===== src/rtl/hrp_pkg.sv =====
package hrp_pkg;
  typedef enum logic [1:0] {CLS_NONE, CLS_R16, CLS_R32, CLS_BUF} cls_e;

  // Map a 7-bit target code onto the kind of storage behind it.
  function automatic cls_e classify(input logic [6:0] code, input int n16,
                                    input int base32, input int n32, input int bufcode);
    int v;
    v = int'(code);
    if (v < n16) return CLS_R16;
    if (v >= base32 && v < base32 + n32) return CLS_R32;
    if (v == bufcode) return CLS_BUF;
    return CLS_NONE;
  endfunction

  // Word pointer step with wrap at the end of the buffer.
  function automatic logic [15:0] ptr_next(input logic [15:0] p, input int depth);
    return (int'(p) >= depth - 1) ? 16'd0 : p + 16'd1;
  endfunction
endpackage


===== src/rtl/hrp_strobe.sv =====
module hrp_strobe (
  input  logic        clk,
  input  logic        rst_n,
  input  logic        cs_n,
  input  logic        rd_n,
  input  logic        wr_n,
  input  logic        a0,
  input  logic [15:0] dq_in,
  output logic [15:0] s_din,
  output logic        ev_cmd,
  output logic        ev_wdat,
  output logic        ev_rdat
);
  logic s_cs, s_rd, s_wr, s_a0, p_rd, p_wr;
  logic wr_fall, rd_fall;

  always_ff @(posedge clk or negedge rst_n) begin
    if (!rst_n) begin
      s_cs <= 1'b1; s_rd <= 1'b1; s_wr <= 1'b1; s_a0 <= 1'b0;
      p_rd <= 1'b1; p_wr <= 1'b1; s_din <= '0;
    end else begin
      s_cs <= cs_n; s_rd <= rd_n; s_wr <= wr_n; s_a0 <= a0; s_din <= dq_in;
      p_rd <= s_rd; p_wr <= s_wr;
    end
  end

  assign wr_fall = p_wr & ~s_wr & ~s_cs;
  assign rd_fall = p_rd & ~s_rd & ~s_cs;
  assign ev_cmd  = wr_fall & s_a0;
  assign ev_wdat = wr_fall & ~s_a0;
  assign ev_rdat = rd_fall & ~s_a0;

  a_r12_write_edge_once: assert property (@(posedge clk) disable iff (!rst_n)
    wr_fall |=> !wr_fall);
  a_r12_read_edge_once: assert property (@(posedge clk) disable iff (!rst_n)
    rd_fall |=> !rd_fall);
endmodule


===== src/rtl/hrp_seq.sv =====
module hrp_seq
  import hrp_pkg::*;
#(
  parameter int N16     = 4,
  parameter int BASE32  = 16,
  parameter int N32     = 4,
  parameter int BUFCODE = 32
) (
  input  logic       clk,
  input  logic       rst_n,
  input  logic       ev_cmd,
  input  logic       ev_wdat,
  input  logic       ev_rdat,
  input  logic [7:0] cmd_byte,
  output logic       acc_wr,
  output logic       acc_rd,
  output cls_e       acc_cls,
  output logic [6:0] acc_idx,
  output logic       acc_hi,
  output logic       buf_restart
);
  logic vld, dir;
  cls_e new_cls;

  assign new_cls     = classify(cmd_byte[6:0], N16, BASE32, N32, BUFCODE);
  assign buf_restart = ev_cmd & (new_cls == CLS_BUF);
  assign acc_wr      = ev_wdat & vld & dir;
  assign acc_rd      = ev_rdat & vld & ~dir;

  always_ff @(posedge clk or negedge rst_n) begin
    if (!rst_n) begin
      vld <= 1'b0; dir <= 1'b0; acc_hi <= 1'b0; acc_cls <= CLS_NONE; acc_idx <= '0;
    end else if (ev_cmd) begin
      vld     <= (new_cls != CLS_NONE);
      dir     <= cmd_byte[7];
      acc_idx <= cmd_byte[6:0];
      acc_cls <= new_cls;
      acc_hi  <= 1'b0;
    end else if (acc_wr | acc_rd) begin
      case (acc_cls)
        CLS_R16: vld <= 1'b0;
        CLS_R32: if (acc_hi) vld <= 1'b0; else acc_hi <= 1'b1;
        default: ;
      endcase
    end
  end

  a_r4_single_phase_ends: assert property (@(posedge clk) disable iff (!rst_n)
    (acc_wr | acc_rd) && acc_cls == CLS_R16 |=> !vld);
  a_r5_upper_follows_lower: assert property (@(posedge clk) disable iff (!rst_n)
    (acc_wr | acc_rd) && acc_cls == CLS_R32 && !acc_hi |=> vld && acc_hi);
  a_r9_command_restarts: assert property (@(posedge clk) disable iff (!rst_n)
    ev_cmd |=> !acc_hi);
endmodule


===== src/rtl/hrp_regs.sv =====
module hrp_regs
  import hrp_pkg::*;
#(
  parameter int N16    = 4,
  parameter int BASE32 = 16,
  parameter int N32    = 4
) (
  input  logic        clk,
  input  logic        rst_n,
  input  logic        acc_wr,
  input  logic        acc_rd,
  input  cls_e        acc_cls,
  input  logic [6:0]  acc_idx,
  input  logic        acc_hi,
  input  logic [15:0] din,
  output logic [15:0] rdata
);
  localparam int W16 = (N16 > 1) ? $clog2(N16) : 1;
  localparam int W32 = (N32 > 1) ? $clog2(N32) : 1;

  logic [N16-1:0][15:0] r16_q;
  logic [N32-1:0][31:0] r32_q;
  logic [15:0] stage_q, upper_snap;
  logic [W16-1:0] i16;
  logic [W32-1:0] i32;
  logic [6:0] off32;

  assign i16   = acc_idx[W16-1:0];
  assign off32 = acc_idx - 7'(BASE32);
  assign i32   = off32[W32-1:0];

  always_ff @(posedge clk or negedge rst_n) begin
    if (!rst_n) begin
      r16_q <= '0; r32_q <= '0; stage_q <= '0; upper_snap <= '0;
    end else begin
      if (acc_wr && acc_cls == CLS_R16) r16_q[i16] <= din;
      if (acc_wr && acc_cls == CLS_R32) begin
        if (!acc_hi) stage_q <= din;
        else         r32_q[i32] <= {din, stage_q};
      end
      if (acc_rd && acc_cls == CLS_R32 && !acc_hi) upper_snap <= r32_q[i32][31:16];
    end
  end

  always_comb begin
    case (acc_cls)
      CLS_R16: rdata = r16_q[i16];
      CLS_R32: rdata = acc_hi ? upper_snap : r32_q[i32][15:0];
      default: rdata = '0;
    endcase
  end

  a_r6_lower_only_staged: assert property (@(posedge clk) disable iff (!rst_n)
    acc_wr && acc_cls == CLS_R32 && !acc_hi |=> $stable(r32_q));
endmodule


===== src/rtl/hrp_buf.sv =====
module hrp_buf
  import hrp_pkg::*;
#(
  parameter int DEPTH = 64
) (
  input  logic        clk,
  input  logic        rst_n,
  input  logic        restart,
  input  logic        sel,
  input  logic        acc_wr,
  input  logic        acc_rd,
  input  logic [15:0] din,
  output logic [15:0] rdata
);
  localparam int AW = $clog2(DEPTH);

  logic [15:0] mem [DEPTH];
  logic [15:0] ptr;

  always_ff @(posedge clk) begin
    if (sel && acc_wr) mem[ptr[AW-1:0]] <= din;
  end

  always_ff @(posedge clk or negedge rst_n) begin
    if (!rst_n)                        ptr <= '0;
    else if (restart)                  ptr <= '0;
    else if (sel && (acc_wr || acc_rd)) ptr <= ptr_next(ptr, DEPTH);
  end

  assign rdata = mem[ptr[AW-1:0]];

  a_r10_pointer_restart: assert property (@(posedge clk) disable iff (!rst_n)
    restart |=> ptr == 16'd0);
  a_r11_pointer_in_range: assert property (@(posedge clk) disable iff (!rst_n)
    int'(ptr) < DEPTH);
endmodule


===== src/rtl/hreg_port.sv =====
module hreg_port
  import hrp_pkg::*;
#(
  parameter int N16       = 4,
  parameter int BASE32    = 16,
  parameter int N32       = 4,
  parameter int BUFCODE   = 32,
  parameter int BUF_DEPTH = 64
) (
  input  logic        clk,
  input  logic        rst_n,
  input  logic        cs_n,
  input  logic        rd_n,
  input  logic        wr_n,
  input  logic        a0,
  input  logic [15:0] dq_in,
  output logic [15:0] dq_out,
  output logic        dq_oe
);
  logic [15:0] s_din, reg_rdata, buf_rdata, rd_hold;
  logic ev_cmd, ev_wdat, ev_rdat, acc_wr, acc_rd, acc_hi, buf_restart;
  logic [6:0] acc_idx;
  cls_e acc_cls;

  hrp_strobe u_strobe (
    .clk, .rst_n, .cs_n, .rd_n, .wr_n, .a0, .dq_in,
    .s_din, .ev_cmd, .ev_wdat, .ev_rdat
  );

  hrp_seq #(.N16(N16), .BASE32(BASE32), .N32(N32), .BUFCODE(BUFCODE)) u_seq (
    .clk, .rst_n, .ev_cmd, .ev_wdat, .ev_rdat, .cmd_byte(s_din[7:0]),
    .acc_wr, .acc_rd, .acc_cls, .acc_idx, .acc_hi, .buf_restart
  );

  hrp_regs #(.N16(N16), .BASE32(BASE32), .N32(N32)) u_regs (
    .clk, .rst_n, .acc_wr, .acc_rd, .acc_cls, .acc_idx, .acc_hi,
    .din(s_din), .rdata(reg_rdata)
  );

  hrp_buf #(.DEPTH(BUF_DEPTH)) u_buf (
    .clk, .rst_n, .restart(buf_restart), .sel(acc_cls == CLS_BUF),
    .acc_wr, .acc_rd, .din(s_din), .rdata(buf_rdata)
  );

  always_ff @(posedge clk or negedge rst_n) begin
    if (!rst_n)       rd_hold <= '0;
    else if (ev_rdat) rd_hold <= !acc_rd ? 16'd0 :
                                 (acc_cls == CLS_BUF) ? buf_rdata : reg_rdata;
  end

  assign dq_oe  = ~cs_n & ~rd_n;
  assign dq_out = dq_oe ? rd_hold : 16'd0;

  a_r12_quiet_when_idle: assert property (@(posedge clk) disable iff (!rst_n)
    (cs_n || rd_n) |-> dq_out == 16'd0);
endmodule


===== config.mk =====
export PLATFORM = sky130hd
export DESIGN_NAME = hreg_port
export DESIGN_NICKNAME = d
export VERILOG_FILES = /design/src/rtl/hrp_pkg.sv /design/src/rtl/hrp_strobe.sv /design/src/rtl/hrp_seq.sv /design/src/rtl/hrp_regs.sv /design/src/rtl/hrp_buf.sv /design/src/rtl/hreg_port.sv
export SDC_FILE = /design/constraint.sdc
export NUM_CORES = 1
export LEC_CHECK = 0
export BUFFER_PORTS_ARGS = -buffer_cell sky130_fd_sc_hd__buf_2
export CAP_MARGIN = 20
export CORE_MARGIN = 5
export CORE_UTILIZATION = 35
export DETAILED_ROUTE_END_ITERATION = 7
export GPL_TIMING_DRIVEN = 0
export RECOVER_POWER = 100
export SLEW_MARGIN = 0
export SYNTH_ARGS = -nofsm -noshare
export SYNTH_HDL_FRONTEND = slang
export SYNTH_SLANG_ARGS = --single-unit

===== constraint.sdc =====
create_clock -name clk -period 8.1 [get_ports clk]
set_clock_uncertainty 0.05 [all_clocks]
set_input_delay 1.62 -clock clk [delete_from_list [all_inputs] [get_ports clk]]
set_output_delay 1.62 -clock clk [all_outputs]
set_load 0.02 [all_outputs]

### After elaboration in Yosys (flattened, before gate mapping)

Memory sizes are Yosys's and may differ from the RTL's.
Cells that the tools add are included.

* reductions and logical operators: 20
* bitwise operators: 22
* eq/ne operators: 6
* multiplexer cells: 39
* $add $sub $neg: 2
* order comparisons: 8

Operators by type and width (number)
* two-way mux 16 bit: 9
* bitwise mux 128 bit: 1
* binary-select mux 32 bit (select 2 bit): 1
* bitwise mux 64 bit: 1
* demux 32 bit (select 2 bit): 1
* two-way mux 32 bit: 2
* binary-select mux 16 bit (select 2 bit): 1
* demux 16 bit (select 2 bit): 1
* one-hot mux 16 bit (2 select lines): 1
* adder 16 x 1 -> 16 bit, second input constant: 1
* greater-or-equal comparator 16 x 6 -> 1 bit, second input constant: 1
* two-way mux 1 bit: 14
* bitwise AND 1 bit: 13
* two-way mux 2 bit: 6
* logical AND 1 bit: 9
* NOT 1 bit: 8
* nonzero test 2 bit: 4
* equality test 7 bit, second input constant: 1
* greater-or-equal comparator 7 x 5 -> 1 bit, second input constant: 1
* less-than comparator 7 x 3 -> 1 bit, second input constant: 1
* less-than comparator 7 x 5 -> 1 bit, second input constant: 1
* equality test 2 bit, second input constant: 3
* less-than comparator 2 x 3 -> 1 bit, second input constant: 2
* AND reduction 2 bit: 3
* other kinds (10): 11

* logic and storage cells: 122
* output and inout port bits: 17
* register bits after elaboration: 285
* bits in writable memories: 1024
* input bits: 22
* memories: 1

Memories
* u_buf.mem: words 64, width 16, read ports 1, clocked after memory_dff 0, write ports 1, RTL line hrp_buf.sv:17 `logic [15:0] mem [DEPTH];`

### Logic depth before layout (Yosys ltp)

* depth in word-level cells: 12
* mapped depth: 10
* gate-level depth less buffers: 6

### Hierarchy

Synthesis repeated with hierarchy kept, for this count alone.

* cells, all modules: 3069
* area total of the unflattened synthesis: 52635.5 um^2

By module, submodules not included
* hrp_buf: area an instance 40455.0 um^2, instances 1, seq. area each 31149.9 um^2, cells each 2247
* hrp_regs: area an instance 10168.5 um^2, instances 1, seq. area each 5605.4 um^2, cells each 661
* hreg_port: area an instance 877.1 um^2, instances 1, seq. area each 400.4 um^2, cells each 92
* hrp_strobe: area an instance 586.8 um^2, instances 1, seq. area each 556.8 um^2, cells each 25
* hrp_seq: area an instance 548.0 um^2, instances 1, seq. area each 300.3 um^2, cells each 44

### Least setup slack after synthesis

Ideal clock, no wire load.

* kind: input to output
* start: input port cs_n
* end: output port dq_out[10]
* arrival time: 2.499 ns
* slack: 3.931 ns
* stages: 3
* path through: nor2_1 clkbuf_1 and2_1

* word-level cells in the longest chain between the ends: 3

RTL lines
* from (decl): RTL line hreg_port.sv:12 `input logic cs_n,`
* NOT 1 bit: RTL line hreg_port.sv:51 `assign dq_oe = ~cs_n & ~rd_n;`
* bitwise AND 1 bit: RTL line hreg_port.sv:51
* via dq_oe: RTL line hreg_port.sv:18 `output logic dq_oe`
* two-way mux 16 bit: RTL line hreg_port.sv:52 `assign dq_out = dq_oe ? rd_hold : 16'd0;`
* to (decl): RTL line hreg_port.sv:17 `output logic [15:0] dq_out,`

The timed path passes the listed nets, and every way through them passes these cells.

### Worst setup path after layout

* start: register u_buf.ptr[1]
* end: memory u_buf.mem[56][6] (enable)

RTL lines
* from (decl): RTL line hrp_buf.sv:18 `logic [15:0] ptr;`
* from (signal assigned): RTL line hrp_buf.sv:27 `else if (sel && (acc_wr || acc_rd)) ptr <= ptr_next(ptr, DEPTH);`
* to (decl): RTL line hrp_buf.sv:17

Straight into the memory's write port.

==> impl_metrics.yaml <==
timing:
  drv_slew: 985
  final.min_clock_period_ns: 5.747
  tns_ns: 0
  setup_viol: 0
  max_clock_freq_mhz: 174.0
  worstMarginPinSlew_ns: 3.091
  relSlewSlack_pct: -106.1
  rsz0062_at_grt: "no"
  hold_viol: 0
  fin_crit_sh_pct: 70.95
pwr:
  power_frac_clock_pct: 44.1
  p_seq_share_pct: 52.9
  p_sw_share_pct: 21.33
  internal_power_uw: 10960
  switching_power_uw: 2972
  p_comb_share_pct: 2.9
  p_total_uw: 13930
  leakage_uw: 0.01995
  peakVddDrop_mv: 0.1989
  p_per_area_mw_per_mm2: 236.2
floorplanning:
  die_area_sq_mm: 0.1556
  num_rows: 141
  core_sq_mm: 0.1473
  fp.dieW_um: 394.5
  die_h_um: 394.5
  io_pins: 39
  start_util_pct: 35.13
clocking:
  cts.sinks: 1309
  clk_path_buf_depth: 3
  ctsResizeCount: 0
  cts_made_buffers: 136
  clkLatencyLatePin_ns: 0.77
  postCtsSetupBuffers: 0
  h-tree-depth: 4
  path_clk_slew_ns: 0.06
  cts_hold_buf: 0
  cts_tree: "done"
  cts_root_buf: "clkbuf_16"
run_status:
  status: "finished, violations left"
  violations: "capacitance limit, slew limit"
placement:
  portBuffers: 38
  gp_congestion: 0.8649
  post_dp_cell_area_sq_mm: 0.05566
  dp_cells: 5041
  hpwlAfterDp_mm: 90.81
yosys:
  synth.avg_cell_area_sq_um: 17.22
  netlist_top_cells_area: "edfxtp_1 (59%), dfrtp_1 (14%), mux2_2 (5.2%)"
  ys_ff_latch: 1309
  ys_types: 59
  ys_seq_area_share_pct: 73.22
  synth_flop_cell: "edfxtp_1"
  netlist.area_leader.share_pct: 59.43
  syn_area_sq_mm: 0.05174
  synth_area_leader_cell: "edfxtp_1"
  synthCells: 3005
  yosys_warnings: 0
  syn-num-nets: 3031
  async_reset_ff_share_pct: 21.77
  synth_edf_count: 1024
hold_path:
  hp-class: "flop to flop"
  worstHoldPathCells: 0
run:
  drv_cap: 30
global_route:
  grt_first_pass_wirelength_mm: 202.1
  grt_pass1_vias: 28920
  grt_max_degree: 107
  grt_use_total_pct: 17.51
  grt_overflow: 0
  antenna_found_initial: 5
route:
  via_count: 29150
  drt_iter0_markers: 3148
  drc_errors: 0
  totalWireLength_mm: 139.6
  ant_nets: 0
  viasPerCell: 5.510
  wl_per_cell_um: 26.38
  first_pass_iters: 5
finish:
  drive_above_1_share_pct: 17.81
  final_util_pct: 40.05
  syn2layout_area_growth_pct: 14.02
  nFillCells: 13380
  final_nets: 3275
  layoutNonFillerInstCount: 5291
  design_area_sq_mm: 0.05900
critical_path:
  critPathKind: "flop to flop"
  end_kind: "flop"
  reg2reg_depth: 7
  slowest_delay_ns: 1.37
  crit_arrival_ns: 6.09
  path_common_cell: "clkbuf_1"
  critPathTopFamily: "simple AND/OR/NAND/NOR gates"
  critPathRequiredTime_ns: 8.44
  cp_num_buf_inv: 4
  cp_slowest_cell: "nor3b_1"
  critPathMaxFanout: 10
  critical_path_depth: 7
  cp_cell_sequence: "clkbuf_1 > nor2_1 > clkbuf_1 > clkbuf_1 > nand2_1 > nor3b_1 > clkbuf_1"
  worstSetupStartpointType: "flop"
[worst register-to-register path, cell delays in order (launching register included)]
cell and delay [ns]:
dfrtp_1 0.68, clkbuf_1 0.51, nor2_1 0.55, clkbuf_1 0.55, clkbuf_1 0.51, nand2_1 0.62
nor3b_1 1.38, clkbuf_1 0.53
[cell type report]
| type | count | area [sq um] | share of cell area [%] |
|---|---|---|---|
| Sequential cell | 1309 | 37890 | 64.21 |
| Multi-Input combinational cell | 1477 | 12900 | 21.86 |
| Clock buffer | 182 | 3689 | 6.252 |
| Tap cell | 1930 | 2415 | 4.093 |
| Buffer | 209 | 874.6 | 1.482 |
| Clock inverter | 65 | 684.4 | 1.160 |
| Timing Repair Buffer | 106 | 506.7 | 0.8589 |
| Inverter | 10 | 37.54 | 0.06362 |
| Antenna cell | 3 | 7.507 | 0.01272 |
[power by group through the flow]
stage,Clock (uW),Combinational (uW),Sequential (uW)
2_1_floorplan,0,209,7490
3_3_place_gp,0,345,7570
3_5_place_dp,0,424,7510
4_1_cts,6250,424,7370
5_1_grt,6520,433,7380
6_report,6150,405,7380
[final timing paths]
path	from	to	slack, ns
min in group asynchronous	rst_n	u_regs.r16_q[57]	0.83
worst max-delay path	u_buf.ptr[1]	u_buf.mem[56][6]	2.35
worst min-delay path	u_strobe.s_rd	u_strobe.p_rd	0.31
worst max register to register	u_buf.ptr[1]	u_buf.mem[56][6]	2.35
worst min register to register	u_strobe.s_rd	u_strobe.p_rd	0.31
max in group asynchronous	rst_n	u_regs.r32_q[33]	5.80
[kinds of logic after synthesis]
group           after synthesis  synth area share [%]
compound gates              554                 8.158
flops                      1309                 73.22
simple gates                354                 3.668
fa+ha+maj                     4               0.09673
xor+xnor                      1               0.01693
mux                         564                 13.03
buf+inv                     219                 1.809
[routing by layer]
| metal | GRT usage (%) | up-vias | wire [um] |
|---|---|---|---|
| met5 | 0 | - | 0 |
| met4 | 5.532 | 0 | 4110 |
| met3 | 3.879 | 227 | 11470 |
| met2 | 28.36 | 1190 | 66370 |
| met1 | 23.66 | 15170 | 57630 |
| li1 | - | 12560 | - |
[state kept, by name (all words and copies together) (netlist names), 2 cells and up]
register           flops
rd_hold               16
u_buf.mem           1024
u_buf.ptr             16
u_regs.r16_q          64
u_regs.r32_q         128
u_regs.stage_q        16
u_regs.upper_snap     16
u_seq.acc_cls          2
u_seq.acc_idx          2
u_strobe.s_din        16
[placed cells by master, fill, tap and decap left out, types with 5 or more instances in the layout]
cell type / Yosys / final
edfxtp_1: 1024 / 1024
dfrtp_1: 280 / 280
mux2i_1: 257 / 257
clkbuf_1: 118 / 250
mux2_2: 241 / 241
clkbuf_16: 0 / 138
o22ai_1: 128 / 128
nor2_1: 95 / 95
a221oi_1: 94 / 94
buf_2: 73 / 85
a22o_1: 81 / 81
a22oi_1: 77 / 77
mux4_2: 62 / 62
nand2_1: 56 / 56
o22a_1: 46 / 46
nor2b_1: 37 / 37
and2_1: 50 / 36
nor3_1: 34 / 35
o21ai_0: 32 / 35
o21a_1: 31 / 31
clkinv_1: 2 / 22
clkinv_2: 0 / 19
nor4b_1: 16 / 16
nand4_1: 16 / 16
o221ai_1: 16 / 16
a2bb2oi_1: 15 / 15
and2_0: 0 / 14
bufinv_16: 0 / 10
and3_1: 9 / 9
buf_1: 14 / 9
inv_1: 8 / 8
a21oi_1: 8 / 8
nand3_1: 7 / 7
clkbuf_8: 0 / 7
nor3b_1: 4 / 6
inv_6: 0 / 6
or2_2: 5 / 5
nor4_1: 4 / 5
[cell usage after synthesis (3+ instances only)]
library cell,number
nor2_1,95
nand3_1,7
mux2_1,3
o21ai_1,6
a41oi_1,4
o22a_1,46
a22o_1,81
ha_1,4
mux2i_1,257
o31ai_1,3
nor2b_1,37
nor3b_1,4
o221ai_1,16
clkbuf_1,118
buf_2,73
a22oi_1,77
o32ai_1,4
nand2_1,56
and3_1,9
a221oi_1,94
edfxtp_1,1024
a221o_1,4
nand4_1,16
and2_1,50
or2_2,5
buf_1,14
a21oi_1,8
and3b_1,3
mux2_2,241
a2bb2oi_1,15
dfrtp_1,280
nor3_1,34
dfstp_2,5
o21ai_0,32
nand2b_1,4
mux4_2,62
nor4_1,4
o22ai_1,128
o21a_1,31
nor4b_1,16
inv_1,8
[per-stage QoR]
| step | hold WS, ns | worst slack, ns |
|---|---|---|
| after floorplan | 0.3009 | 3.931 |
| after global placement | 0.3049 | 0.04453 |
| after detailed placement | 0.3056 | 3.293 |
| after CTS | 0.3141 | 3.285 |
| after global routing | 0.3186 | 2.230 |
| final | 0.3124 | 2.353 |
No activity file was read; power rests on OpenSTA's default activity.
